--- src/rtl/spi_wp_pkg.sv ---
package spi_wp_pkg;
  localparam logic [7:0] OP_SET_WEL = 8'h06;
  localparam logic [7:0] OP_CLR_WEL = 8'h04;
  localparam logic [7:0] OP_RD_STAT = 8'h05;
  localparam logic [7:0] OP_WR_STAT = 8'h01;

  typedef struct packed {
    logic       lock;
    logic [1:0] gsize;
    logic       wel;
    logic       busy;
  } wp_state_t;

  function automatic logic [7:0] pack_status(input wp_state_t s);
    return {s.lock, 3'b000, s.gsize, s.wel, s.busy};
  endfunction
endpackage

--- src/rtl/spi_wp_rx.sv ---
module spi_wp_rx #(
  parameter int FRAME_BITS = 16,
  localparam int CNT_W = $clog2(FRAME_BITS + 2)
) (
  input  logic             clk,
  input  logic             rst,
  input  logic             cs_n,
  input  logic             sclk,
  input  logic             mosi,
  output logic             sel,
  output logic             sck_fall,
  output logic             op_stb,
  output logic             dat_stb,
  output logic [7:0]       rx_byte,
  output logic             frame_end,
  output logic [CNT_W-1:0] end_bits
);
  localparam logic [CNT_W-1:0] CNT_MAX = '1;
  localparam logic [CNT_W-1:0] OP_LAST = CNT_W'(7);
  localparam logic [CNT_W-1:0] DAT_LAST = CNT_W'(FRAME_BITS - 1);

  logic [2:0] cs_sr, sck_sr;
  logic [1:0] mo_sr;
  logic [6:0] sh;
  logic [CNT_W-1:0] cnt;
  logic sck_rise;

  always_ff @(posedge clk) begin
    if (rst) begin
      cs_sr  <= 3'b111;
      sck_sr <= 3'b000;
      mo_sr  <= 2'b00;
    end else begin
      cs_sr  <= {cs_sr[1:0], cs_n};
      sck_sr <= {sck_sr[1:0], sclk};
      mo_sr  <= {mo_sr[0], mosi};
    end
  end

  assign sel       = ~cs_sr[1];
  assign sck_rise  = sel & sck_sr[1] & ~sck_sr[2];
  assign sck_fall  = sel & ~sck_sr[1] & sck_sr[2];
  assign frame_end = cs_sr[1] & ~cs_sr[2];
  assign end_bits  = cnt;

  always_ff @(posedge clk) begin
    if (rst || !sel) begin
      cnt <= '0;
      sh  <= '0;
    end else if (sck_rise) begin
      sh <= {sh[5:0], mo_sr[1]};
      if (cnt != CNT_MAX) cnt <= cnt + 1'b1;
    end
  end

  always_ff @(posedge clk) begin
    if (rst) begin
      op_stb  <= 1'b0;
      dat_stb <= 1'b0;
      rx_byte <= '0;
    end else begin
      op_stb  <= sck_rise && (cnt == OP_LAST);
      dat_stb <= sck_rise && (cnt == DAT_LAST);
      if (sck_rise) rx_byte <= {sh, mo_sr[1]};
    end
  end

  AST_STROBES_APART: assert property (@(posedge clk) disable iff (rst)
    !(op_stb && dat_stb));
  AST_IDLE_COUNT: assert property (@(posedge clk) disable iff (rst)
    (cs_sr[2] && cs_sr[1]) |-> (cnt == '0));
endmodule

--- src/rtl/spi_wp_ctl.sv ---
module spi_wp_ctl
  import spi_wp_pkg::*;
#(
  parameter int WR_CYCLES = 4000,
  parameter int FRAME_BITS = 16,
  localparam int CNT_W = $clog2(FRAME_BITS + 2),
  localparam int BUSY_W = $clog2(WR_CYCLES + 1)
) (
  input  logic             clk,
  input  logic             rst,
  input  logic             wp_n,
  input  logic             op_stb,
  input  logic             dat_stb,
  input  logic [7:0]       rx_byte,
  input  logic             frame_end,
  input  logic [CNT_W-1:0] end_bits,
  output wp_state_t        st
);
  localparam logic [BUSY_W-1:0] BUSY_LOAD = BUSY_W'(WR_CYCLES - 1);
  localparam logic [CNT_W-1:0]  LEN_CMD   = CNT_W'(8);
  localparam logic [CNT_W-1:0]  LEN_WR    = CNT_W'(FRAME_BITS);

  logic [1:0] wp_sr;
  logic [7:0] op_q, dat_q;
  logic       pend_lock;
  logic [1:0] pend_gsize;
  logic [BUSY_W-1:0] busy_cnt;
  logic frozen;

  assign frozen = ~wp_sr[1] & st.lock;

  always_ff @(posedge clk) begin
    if (rst) begin
      wp_sr      <= 2'b11;
      op_q       <= '0;
      dat_q      <= '0;
      pend_lock  <= 1'b0;
      pend_gsize <= '0;
      busy_cnt   <= '0;
      st         <= '0;
    end else begin
      wp_sr <= {wp_sr[0], wp_n};
      if (op_stb)  op_q  <= rx_byte;
      if (dat_stb) dat_q <= rx_byte;
      if (st.busy) begin
        if (busy_cnt == '0) begin
          st.lock  <= pend_lock;
          st.gsize <= pend_gsize;
          st.wel   <= 1'b0;
          st.busy  <= 1'b0;
        end else begin
          busy_cnt <= busy_cnt - 1'b1;
        end
      end else if (frame_end && end_bits >= LEN_CMD) begin
        case (op_q)
          OP_SET_WEL: if (end_bits == LEN_CMD) st.wel <= 1'b1;
          OP_CLR_WEL: if (end_bits == LEN_CMD) st.wel <= 1'b0;
          OP_WR_STAT: begin
            if (!frozen) begin
              if (end_bits == LEN_WR && st.wel) begin
                pend_lock  <= dat_q[7];
                pend_gsize <= dat_q[3:2];
                busy_cnt   <= BUSY_LOAD;
                st.busy    <= 1'b1;
              end else begin
                st.wel <= 1'b0;
              end
            end
          end
          default: ;
        endcase
      end
    end
  end

  AST_OLD_VALUES_HELD: assert property (@(posedge clk) disable iff (rst)
    (st.busy && $past(st.busy)) |-> ($stable(st.gsize) && $stable(st.lock)));
  AST_WEL_DROPS_AT_END: assert property (@(posedge clk) disable iff (rst)
    $fell(st.busy) |-> !st.wel);
  AST_START_NEEDS_WEL: assert property (@(posedge clk) disable iff (rst)
    $rose(st.busy) |-> $past(st.wel));
  AST_FROZEN_NO_START: assert property (@(posedge clk) disable iff (rst)
    $rose(st.busy) |-> !$past(frozen));
  AST_BUSY_KEEPS_WEL: assert property (@(posedge clk) disable iff (rst)
    (st.busy && $past(st.busy)) |-> $stable(st.wel));
endmodule

--- src/rtl/spi_wp_tx.sv ---
module spi_wp_tx
  import spi_wp_pkg::*;
(
  input  logic       clk,
  input  logic       rst,
  input  logic       sel,
  input  logic       sck_fall,
  input  logic       op_stb,
  input  logic [7:0] rx_byte,
  input  logic [7:0] status,
  output logic       miso,
  output logic       miso_oe
);
  logic       rd_act;
  logic [7:0] tx;
  logic [2:0] bit_i;

  always_ff @(posedge clk) begin
    if (rst || !sel) begin
      rd_act  <= 1'b0;
      miso_oe <= 1'b0;
      miso    <= 1'b0;
      tx      <= '0;
      bit_i   <= '0;
    end else if (op_stb && rx_byte == OP_RD_STAT) begin
      rd_act <= 1'b1;
      tx     <= status;
      bit_i  <= '0;
    end else if (rd_act && sck_fall) begin
      miso    <= tx[7];
      miso_oe <= 1'b1;
      if (bit_i == 3'd7) begin
        tx    <= status;
        bit_i <= '0;
      end else begin
        tx    <= {tx[6:0], 1'b0};
        bit_i <= bit_i + 1'b1;
      end
    end
  end

  AST_OE_ONLY_READ: assert property (@(posedge clk) disable iff (rst)
    miso_oe |-> rd_act);
endmodule

--- src/rtl/spi_wp_guard.sv ---
module spi_wp_guard #(
  parameter int ADDR_W = 18
) (
  input  logic [1:0]        gsize,
  input  logic [ADDR_W-1:0] addr,
  output logic              ok
);
  logic guarded;

  always_comb begin
    unique case (gsize)
      2'b00: guarded = 1'b0;
      2'b01: guarded = &addr[ADDR_W-1 -: 2];
      2'b10: guarded = addr[ADDR_W-1];
      default: guarded = 1'b1;
    endcase
    ok = ~guarded;
  end
endmodule

--- src/rtl/spi_wp_ctrl.sv ---
module spi_wp_ctrl
  import spi_wp_pkg::*;
#(
  parameter int ADDR_W = 18,
  parameter int WR_CYCLES = 4000,
  parameter int FRAME_BITS = 16,
  localparam int CNT_W = $clog2(FRAME_BITS + 2)
) (
  input  logic              clk,
  input  logic              rst,
  input  logic              cs_n,
  input  logic              sclk,
  input  logic              mosi,
  input  logic              wp_n,
  input  logic [ADDR_W-1:0] chk_addr,
  output logic              miso,
  output logic              miso_oe,
  output logic              chk_ok
);
  logic sel, sck_fall, op_stb, dat_stb, frame_end;
  logic [7:0] rx_byte;
  logic [CNT_W-1:0] end_bits;
  wp_state_t st;

  spi_wp_rx #(.FRAME_BITS(FRAME_BITS)) u_rx (
    .clk(clk), .rst(rst), .cs_n(cs_n), .sclk(sclk), .mosi(mosi),
    .sel(sel), .sck_fall(sck_fall), .op_stb(op_stb), .dat_stb(dat_stb),
    .rx_byte(rx_byte), .frame_end(frame_end), .end_bits(end_bits)
  );

  spi_wp_ctl #(.WR_CYCLES(WR_CYCLES), .FRAME_BITS(FRAME_BITS)) u_ctl (
    .clk(clk), .rst(rst), .wp_n(wp_n), .op_stb(op_stb), .dat_stb(dat_stb),
    .rx_byte(rx_byte), .frame_end(frame_end), .end_bits(end_bits), .st(st)
  );

  spi_wp_tx u_tx (
    .clk(clk), .rst(rst), .sel(sel), .sck_fall(sck_fall), .op_stb(op_stb),
    .rx_byte(rx_byte), .status(pack_status(st)), .miso(miso), .miso_oe(miso_oe)
  );

  spi_wp_guard #(.ADDR_W(ADDR_W)) u_guard (
    .gsize(st.gsize), .addr(chk_addr), .ok(chk_ok)
  );

  AST_TOP_ADDR_GUARDED: assert property (@(posedge clk) disable iff (rst)
    (st.gsize != 2'b00 && chk_addr == {ADDR_W{1'b1}}) |-> !chk_ok);
  AST_BOTTOM_OPEN: assert property (@(posedge clk) disable iff (rst)
    (st.gsize != 2'b11 && chk_addr == '0) |-> chk_ok);
endmodule

--- config.mk ---
export PLATFORM = sky130hd
export DESIGN_NAME = spi_wp_ctrl
export DESIGN_NICKNAME = d
export VERILOG_FILES = /design/src/rtl/spi_wp_pkg.sv /design/src/rtl/spi_wp_rx.sv /design/src/rtl/spi_wp_ctl.sv /design/src/rtl/spi_wp_tx.sv /design/src/rtl/spi_wp_guard.sv /design/src/rtl/spi_wp_ctrl.sv
export SDC_FILE = /design/constraint.sdc
export NUM_CORES = 1
export LEC_CHECK = 0
export BUFFER_PORTS_ARGS = -buffer_cell sky130_fd_sc_hd__buf_2
export CORE_ASPECT_RATIO = 2
export CORE_MARGIN = 4
export CORE_UTILIZATION = 63
export CTS_CLUSTER_DIAMETER = 60
export DETAILED_ROUTE_END_ITERATION = 12
export PLACE_DENSITY_LB_ADDON = 0.3
export RECOVER_POWER = 25
export SETUP_SLACK_MARGIN = 0.2
export SLEW_MARGIN = 20
export SYNTH_ARGS = -nofsm -noshare
export SYNTH_HDL_FRONTEND = slang
export SYNTH_SLANG_ARGS = --single-unit
--- constraint.sdc ---
create_clock -name clk -period 5.79 [get_ports clk]
set_clock_uncertainty 0.15 [all_clocks]
set_input_delay 1.158 -clock clk [delete_from_list [all_inputs] [get_ports clk]]
set_output_delay 1.158 -clock clk [all_outputs]
set_load 0.05 [all_outputs]
==> reports/summary.txt, run 1 <==
Port Buffers: 10
Logic gate share of total power: 0.015
Initial Util: 0.654
Hold wc startpoint: u_ctl.wp_sr[0]
Routed Wire Length: 6380 µm
Total Neg Setup Slack: 0 ns
Critical path's largest stage delay: 1.47 ns
Worst hold path endpoint: u_ctl.wp_sr[1]
CP Data Required Time: 5.84 ns
Post-route ant nets: 0
Reg2reg end: u_ctl.busy_cnt[9]
CTS hold repair buffers: 0
Worst hold stages: 1
Global route overflow: 0
R2R Path Start: u_rx.end_bits[0]
Clock group share of total power: 0.431
Seq pwr share: 0.554
GRT Overall Usage: 0.231
CORE AREA: 4860 µm²
Critical Path Slowest Stage Cell: clkbuf_1
Fmax: 0.276 GHz
GPL Wtd Cong: 0.817
Initial antenna violation count: 0
Avg Synthesized Cell Area: 8.93 µm²
Fin crit share: 0.625
Synthesized instance count: 356
Layout cells sized above 1: 0.103
Violated checks: max-capacitance violations, max-slew violations
Die Span Y: 108 µm
Post-synth EDFFs: 0
Max FO, Critical Path: 49
Status: finished with violations
Vias in the first global route: 2630
Data arrival time at the worst-slack endpoint: 3.67 ns
Unrepaired setup endpoints after global routing: false
Die area: 6320 µm²
Actual slew at the worst max-slew pin: 2.10 ns
NetSw: 195 µW
Ports: 27
Inserted Clock Buffers: 9
Worst VDD drop: 239 µV
Asr flop ratio synth: 0
Final Max Slew Viols: 50
Int Power: 769 µW
Clk sinks: 77
CTS clk-pin slew, worst paths: 0.07 ns
Switching Share: 0.202
Post-CTS Resized: 0
Distinct cells, synth: 47
Setup crit end kind: flop
Wire length of the first global-routing pass: 11300 µm
Number of antenna diodes: 0
Yosys warning total: 0
Headroom to the max-slew limit: -0.399
Worst r2r path cells: 6
PD cells: 279 nW/µm²
Routed wire per std cell: 15.0 µm
Leak: 1.19 nW
Worst path cell trace: clkbuf_1 > nor2_1 > inv_1 > nor4b_1
Area Growth Syn to Fin: 8.73%
Clk buf depth: 2
Fin nets: 395
Commonest non-fill, non-tap cell in the layout: dfxtp_1
Die width: 58.2 µm
Element type at the critical path start: input port
CTS Root Cell: clkbuf_8
CP delay by family, top: buffers and inverters
Max Cap Viol: 1
Largest net degree at the start of global routing: 50
Final Hold Viols: 0
Post-CTS setup repair buffer count: 0
Worst Hold Class: flop to flop
Worst R2R Setup Slack: 3.38 ns
CTS tree: yes
# setup viols final: 0
CTS H-Tree Depth: 3
Worst path bufs/invs: 2
Syn nets: 388
Vias per inst: 5.97
Total number of vias: 2538
Commonest cells after routing, fill and taps aside: 77 x dfxtp_1, 36 x nand2_1, 34 x a21oi_1
Most common flop cell mapped by yosys: dfxtp_1
Fin crit period: 3.62 ns
Yosys reg bits: 77
Total power: 965 µW
Clk_lat worst skew: 0.35 ns
Register area share after synthesis: 0.485
Site Rows: 36
# DRC: 0
Drt first pass iters: 5
Crit Path Class: input port to flop
Cell Area, Synth: 3180 µm²
Dpl hpwl: 4590 µm
Iter 0 DRT Violations: 108
[cells by family (layout without fill, tap and decap cells)]
| group | count (synthesis) | in the layout | synth area share |
|---|---|---|---|
| AOI/OAI and AO/OA | 82 | 82 | 0.156 |
| DFF | 77 | 77 | 0.485 |
| xor gates and xnor gates | 3 | 3 | 0.00826 |
| muxes | 12 | 12 | 0.0378 |
| adders and majority gates | 8 | 8 | 0.0315 |
| and+or+nand+nor | 147 | 147 | 0.247 |
| buffers and inverters | 27 | 39 | 0.0350 |
[worst max path at each step]
stage                 start      endpoint  slack, ns  cells after the start
2_1_floorplan  chk_addr[17]        chk_ok       2.36                      2
3_3_place_gp   chk_addr[17]        chk_ok       2.66                      4
3_5_place_dp   chk_addr[17]        chk_ok       2.65                      4
4_1_cts        chk_addr[17]        chk_ok       2.64                      4
5_1_grt                 rst  u_tx.miso_oe       1.96                      4
6_report                rst   u_rx.op_stb       2.17                      4
[per-stage QoR]
step,utilization,hold WS [ns],cells,instance area [µm²],setup WS [ns]
after global placement,0.667,0.245,409,3240,2.66
after CTS,0.710,0.267,425,3450,2.64
after floorplan,-,0.239,356,3180,2.36
final,0.711,0.264,425,3460,2.17
after global routing,0.711,0.291,425,3460,1.96
after detailed placement,0.667,0.249,409,3240,2.65
[per-layer routing]
metal / track usage / share of wire
met3: 0.0514 / 0.021
met1: 0.234 / 0.40
met4: 0.148 / 0.034
met2: 0.410 / 0.54
met5: 0 / 0
[cells in the mapped netlist, types with 2 or more instances]
library cell	number	area [µm²]
nor4bb_1	3	30.0
inv_1	12	45.0
nand4_1	6	37.5
ha_1	8	100
nor3_1	6	30.0
and3b_1	2	17.5
clkbuf_1	12	45.0
nor4b_1	4	35.0
and3_1	7	43.8
mux2i_1	12	120
nand2_1	36	135
nand3b_1	2	15.0
dfxtp_1	77	1540
nand2b_1	5	31.3
a31o_2	2	17.5
a31oi_1	9	56.3
or3_1	10	62.6
buf_2	2	10.0
o21ai_0	16	80.1
a211oi_1	8	60.1
nor2b_1	8	50.1
nand3_1	13	65.1
xor2_1	2	17.5
o2111ai_1	2	17.5
or2_2	4	25.0
nor2_1	32	120
o211ai_1	2	15.0
a21oi_1	34	170
nor3b_1	2	15.0
[registers in the layout, indices dropped and copies added, names as in the netlist]
register	count
u_ctl.pend_gsize	2
u_tx.miso	1
u_ctl.dat_q	3
u_tx.bit_i	3
u_tx.tx	8
u_ctl.st	5
u_rx.dat_stb	1
u_tx.miso_oe	1
u_rx.sck_sr	3
u_ctl.op_q	8
u_rx.sh	7
u_tx.rd_act	1
u_rx.end_bits	5
u_rx.cs_sr	3
u_ctl.busy_cnt	12
u_ctl.pend_lock	1
u_rx.rx_byte	8
u_rx.op_stb	1
u_ctl.wp_sr	2
u_rx.mo_sr	2
[worst reg2reg max path, stage by stage (launching register included)]
cell and delay [ns]:
dfxtp_1 0.35, inv_1 0.07, ha_1 0.18, nor4bb_1 0.60, o2111a_1 0.36, nand2_1 0.27, a221oi_1 0.33
[layout make-up]
| class | instances | area, µm² |
|---|---|---|
| inverter | 12 | 45.0 |
| fill | 376 | 1410 |
| tap | 57 | 71.3 |
| clock buffer | 12 | 165 |
| sequential | 77 | 1540 |
| multi-input combinational | 252 | 1530 |
| clock inverter | 4 | 45.0 |
| timing repair buffer | 11 | 56.3 |
[power groups by stage]
stage	combinational [mW]	clock [mW]	sequential [mW]
after global routing	0.0159	0.444	0.535
final	0.0142	0.416	0.534
after CTS	0.0142	0.422	0.534
after floorplan	0.00988	0	0.546
after detailed placement	0.0141	0	0.547
after global placement	0.0137	0	0.547
Power figures use the tool's default switching activity.
==> inputs of run 2 (changes only) <==
- CORE_UTILIZATION: 63 -> 58
- clock period: 5.79 -> 3.7 ns (I/O delays scaled with it)
==> run 2 against run 1 <==
Effect of this change:
- the run still ends with max-capacitance violations, max-slew violations left
- combinational power grew 55%
- setup slack lost 1.2 ns
- register-to-register slack lost 2.3 ns
- clock-buffer cell count is the same
- non-clock buffer count grew 1
- first-iteration DRC count shrank 42%
- worst hold slack lost 0.00064 ns
- design area shrank 2.2%
- sequential cell count is the same
- sequential share of layout area grew 1.0 points
==> reports/summary.txt, run 2 (same netlist as run 1, synthesis figures left out) <==
Worst Hold Class: flop to flop
Commonest cells after routing, fill and taps aside: 77 x dfxtp_1, 36 x nand2_1, 34 x a21oi_1
Violated checks: max-capacitance violations, max-slew violations
Critical Path Slowest Stage Cell: clkbuf_1
# setup viols final: 0 (unchanged)
Post-route ant nets: 0 (unchanged)
Routed wire per std cell: 14.8 µm (-1.4%)
Ports: 27 (unchanged)
Post-CTS setup repair buffer count: 0 (unchanged)
CORE AREA: 5230 µm² (+7.5%)
Reg with most FFs: u_ctl.busy_cnt
Final Hold Viols: 0 (unchanged)
Commonest non-fill, non-tap cell in the layout: dfxtp_1
Largest net degree at the start of global routing: 49 (-2.0%)
WHS: 0.263 ns (-0.000637 ns)
Die Span Y: 113 µm (+3.9%)
Worst VDD drop: 375 µV (+57%)
Final Max Slew Viols: 49 (-2.0%)
Actual slew at the worst max-slew pin: 1.94 ns (-0.162 ns)
Site Rows: 37 (+2.8%)
CTS Root Cell: clkbuf_8
Fin nets: 396 (+0.25%)
Fin crit period: 2.76 ns
CTS tree: yes
GRT Overall Usage: 0.208 (-0.0229)
Worst path cell trace: clkbuf_1 > clkbuf_1 > inv_1 > nand4_1 > o22ai_1
Port Buffers: 10 (unchanged)
Iter 0 DRT Violations: 63 (-42%)
Post-Layout Inst Area: 3380 µm² (-2.2%)
Global route overflow: 0 (unchanged)
# DRC: 0 (unchanged)
Inserted Clock Buffers: 9 (unchanged)
Fmax: 0.363 GHz
CP dominant cell by count: clkbuf_1
GPL Wtd Cong: 0.793 (-3.0%)
Element type at the critical path start: input port
Die width: 60.4 µm (+3.6%)
Fin crit share: 0.745
Dpl hpwl: 4540 µm (-1.1%)
Setup crit end kind: flop
Clk buf depth: 2 (unchanged)
CTS hold repair buffers: 0 (unchanged)
Total Neg Setup Slack: 0 ns (unchanged)
Layout cells sized above 1: 0.0822 (-0.0211)
Vias in the first global route: 2433 (-7.5%)
Drt first pass iters: 4 (-1)
Critical path's largest stage delay: 1.42 ns (-0.05 ns)
CP Data Required Time: 3.77 ns (-2.07 ns)
Clk_lat worst skew: 0.34 ns (about the same)
Leak: 1.14 nW (-3.6%)
Clk sinks: 77 (unchanged)
Max Cap Viol: 1 (unchanged)
Routed Wire Length: 6260 µm (-1.9%)
Initial antenna violation count: 0 (unchanged)
Initial Util: 0.608 (-0.0458)
Number of antenna diodes: 0 (unchanged)
Total number of vias: 2544 (+0.24%)
Crit Path Class: input port to flop
Max reg flops: 12 (unchanged)
Unrepaired setup endpoints after global routing: false
Max FO, Critical Path: 48 (-2.0%)
Data arrival time at the worst-slack endpoint: 2.83 ns (-0.84 ns)
Die area: 6800 µm² (+7.7%)
Status: finished with violations
Post-CTS Resized: 0 (unchanged)
Placed Instance Area: 3250 µm² (+0.27%)
CTS clk-pin slew, worst paths: 0.07 ns (about the same)
Area Growth Syn to Fin: 6.33%
Headroom to the max-slew limit: -0.291 (+0.108)
Wire length of the first global-routing pass: 10800 µm (-4.0%)
PD cells: 399 nW/µm² (+43%)
Vias per inst: 6.01 (+0.71%)
CTS H-Tree Depth: 3 (unchanged)
## run 2: changes by cell type in the layout (fill, tap and decap cells not counted), sizes merged
cell    change
clkbuf      +1
bufinv      -1
clkinv      -3
## run 2: through the flow
step | worst slack, ns | cells | util | power (mW)
after floorplan | 1.11 | 356 | - | 0.869
after global placement | 1.15 | 411 | 0.622 | 0.878
after detailed placement | 1.13 | 411 | 0.622 | 0.878
after CTS | 1.11 | 423 | 0.647 | 1.36
after global routing | 0.620 | 423 | 0.646 | 1.40
final | 0.944 | 423 | 0.646 | 1.35
## run 2: routing by layer
metal / vias up / routed length (µm) / global-route usage
met4: 0 / 129 / 0.0888
met2: 25 / 3410 / 0.358
li1: 1284 / - / -
met5: - / 0 / 0
met1: 1222 / 2570 / 0.233
met3: 13 / 139 / 0.0514
## run 2: worst max-delay path: cells and delay by family
family | cells | cell delay (ns)
compound gates | 1 | 0.09
simple gates | 1 | 0.21
buf+inv | 3 | 1.79
## run 2: path summary, 6_finish.rpt
| kind | slack, ns | cells after the start | from | end |
|---|---|---|---|---|
| setup reg to reg | 1.13 | 7 | u_rx.end_bits[0] | u_rx.end_bits[3] |
| hold / removal | 0.26 | 1 | u_ctl.wp_sr[0] | u_ctl.wp_sr[1] |
| setup / recovery | 0.94 | 5 | rst | u_ctl.st[1] |
| hold reg to reg | 0.26 | 1 | u_ctl.wp_sr[0] | u_ctl.wp_sr[1] |
## run 2: power breakdown
group	internal (mW)	switching (mW)	total [mW]
logic	0.00818	0.0138	0.0220
registers	0.833	0.00354	0.837
clock network	0.230	0.262	0.492
## run 2: layout make-up
cell class / count / area (µm²)
repair buffers: 12 / 60.1
well taps: 58 / 72.6
clock buffers: 12 / 135
inverters: 12 / 45.0
multi-input cells: 252 / 1530
fillers: 457 / 1850
flip-flops and latches: 77 / 1540
==> inputs of run 3 (changes only) <==
- CORE_UTILIZATION: 58 -> 53
- clock period: 3.7 -> 2.3 ns (I/O delays scaled with it)
==> run 3 against run 2 <==
Effect of this change:
- the flow now finishes without violations
- largest power group is now clock
- cell count is 4.5% higher
- sequential power is 61% higher
- design area up 8.7%
- worst hold slack got worse by 0.10 ns
- clock power increased to 2.9 times the previous value
- first-iteration DRC count up 70%
- register-to-register slack got worse by 0.84 ns
- sequential cell count unchanged
- sequential share of layout area fell by 3.6 points
- largest cell class is now multi-input gates
==> reports/summary.txt, run 3 (same netlist as run 1, synthesis figures left out) <==
Area Growth Syn to Fin: 15.5%
Total number of vias: 2596 (+2.0%)
Worst path cell trace: inv_1 > ha_1 > nor4bb_2 > o2111a_1 > nand2_1 > buf_4 > a31oi_1
Headroom to the max-slew limit: 0.372 (+0.663)
Fin crit share: 0.876
Inserted Clock Buffers: 9 (unchanged)
Post-Layout Inst Area: 3670 µm² (+8.7%)
Routed Wire Length: 6700 µm (+7.1%)
CTS Root Cell: clkbuf_16
Post-place setup slack: 0.202 ns (-0.927 ns)
Commonest cells after routing, fill and taps aside: 77 x dfxtp_1, 36 x nand2_1, 34 x a21oi_1
Global route overflow: 0 (unchanged)
Element type at the critical path start: flop
Int Power: 2.28 mW (+110%)
# DRC: 0 (unchanged)
Met3 Routed Length: 197 µm (+42%)
CTS H-Tree Depth: 3 (unchanged)
Number of antenna diodes: 0 (unchanged)
Worst VDD drop: 628 µV (+67%)
Drt first pass iters: 4 (unchanged)
Site Rows: 39 (+5.4%)
Final Max Slew Viols: 0 (-100%)
Largest net degree at the start of global routing: 49 (unchanged)
Final WS setup: 0.285 ns (-0.659 ns)
Clk buf depth: 2 (unchanged)
Clock group share of total power: 0.509 (+0.145)
Setup crit end kind: flop
Reg with most FFs: u_ctl.busy_cnt
Seq pwr share: 0.477 (-0.143)
Die width: 62.8 µm (+4.0%)
Status: finished, final reports clean
GPL Wtd Cong: 0.839 (+5.9%)
Vias in the first global route: 2543 (+4.5%)
Max FO, Critical Path: 5 (-90%)
Final Hold Viols: 0 (unchanged)
Unrepaired setup endpoints after global routing: false
Leak: 1.30 nW (+14%)
Met2 WL: 3690 µm (+8.2%)
Port Buffers: 10 (unchanged)
Total Neg Setup Slack: 0 ns (unchanged)
Clk sinks: 77 (unchanged)
CTS clk-pin slew, worst paths: 0.06 ns (about the same)
Layout cells sized above 1: 0.136 (+0.0543)
Fin nets: 408 (+3.0%)
Data arrival time at the worst-slack endpoint: 2.11 ns (-0.72 ns)
NetSw: 545 µW (+95%)
Initial antenna violation count: 0 (unchanged)
Crit Path Class: flop to flop
Iter 0 DRT Violations: 107 (+70%)
CORE AREA: 5760 µm² (+10%)
Util after Layout: 0.638 (-0.00829)
Ports: 27 (unchanged)
Wire length of the first global-routing pass: 11500 µm (+6.5%)
Initial Util: 0.552 (-0.0556)
WHS: 0.159 ns (-0.104 ns)
PD cells: 768 nW/µm² (+92%)
Worst Hold Class: input port to flop
Clk_lat worst skew: 0.33 ns (about the same)
Critical path's largest stage delay: 0.43 ns (-0.99 ns)
# setup viols final: 0 (unchanged)
CTS tree: yes
Dpl hpwl: 4830 µm (+6.5%)
Fin crit period: 2.01 ns
Switching Share: 0.193 (-0.0142)
CP Data Required Time: 2.39 ns (-1.38 ns)
Max Cap Viol: 0 (-1)
Max reg flops: 12 (unchanged)
Routed wire per std cell: 15.2 µm (+2.5%)
Placed Instance Area: 3340 µm² (+2.8%)
Logic gate share of total power: 0.014 (-0.002)
Die Span Y: 118 µm (+4.3%)
Total power: 2.82 mW (+110%)
Fmax: 0.496 GHz
Post-route ant nets: 0 (unchanged)
Finished Layout Cells: 442 (+4.5%)
Commonest non-fill, non-tap cell in the layout: dfxtp_1
Met1 wire length: 2560 µm (-0.54%)
Uppermost layer routed: met4
Inst Count DP: 425 (+3.4%)
GRT Overall Usage: 0.199 (-0.00835)
Actual slew at the worst max-slew pin: 0.942 ns (-0.995 ns)
Die area: 7380 µm² (+8.5%)
Critical Path Slowest Stage Cell: nor4bb_2
Vias per inst: 5.87 (-2.3%)
## run 3: worst paths after layout
path / start / endpoint / slack [ns] / cells after the start
worst max-delay path: u_rx.end_bits[0] / u_ctl.busy_cnt[11] / 0.29 / 7
worst min-delay path: wp_n / u_ctl.wp_sr[0] / 0.16 / 2
worst max register to register: u_rx.end_bits[0] / u_ctl.busy_cnt[11] / 0.29 / 7
worst min register to register: u_ctl.wp_sr[0] / u_ctl.wp_sr[1] / 0.25 / 1
## run 3: worst max-delay path: cells and delay by family (launching register included)
kind,cells,cell delay [ns]
adder cells (fa/ha/maj),1,0.18
buffers and inverters,2,0.24
AND/OR/NAND/NOR,2,0.54
flip-flops,1,0.34
AO/OA/AOI/OAI,2,0.45
## run 3: repair_timing
action                                  CTS  global route
endpoints found under the setup margin    8             2
resized for setup                         2             0
cloned                                    0             0
buffers inserted                          0             1
hold buffers                              0             0
pin swaps                                 0             1
## run 3: cell type report
| cell class | count | area, µm² |
|---|---|---|
| multi-input combinational | 252 | 1550 |
| clock inverter | 4 | 45.0 |
| sequential | 77 | 1540 |
| clock buffer | 12 | 267 |
| timing repair buffer | 24 | 151 |
| tap | 61 | 76.3 |
| inverter | 12 | 45.0 |
| fill | 482 | 2080 |
## run 3: power groups by stage
stage	sequential (mW)	combinational [mW]	clock, mW
2_1_floorplan	1.37	0.0250	0
3_3_place_gp	1.38	0.0401	0
3_5_place_dp	1.38	0.0411	0
4_1_cts	1.35	0.0419	1.46
5_1_grt	1.35	0.0454	1.53
6_report	1.35	0.0409	1.44
## run 3: per-layer routing
metal,up-vias,global-route usage
met5,-,0
met4,0,0.123
met3,19,0.0468
met2,43,0.347
met1,1223,0.212
li1,1311,-
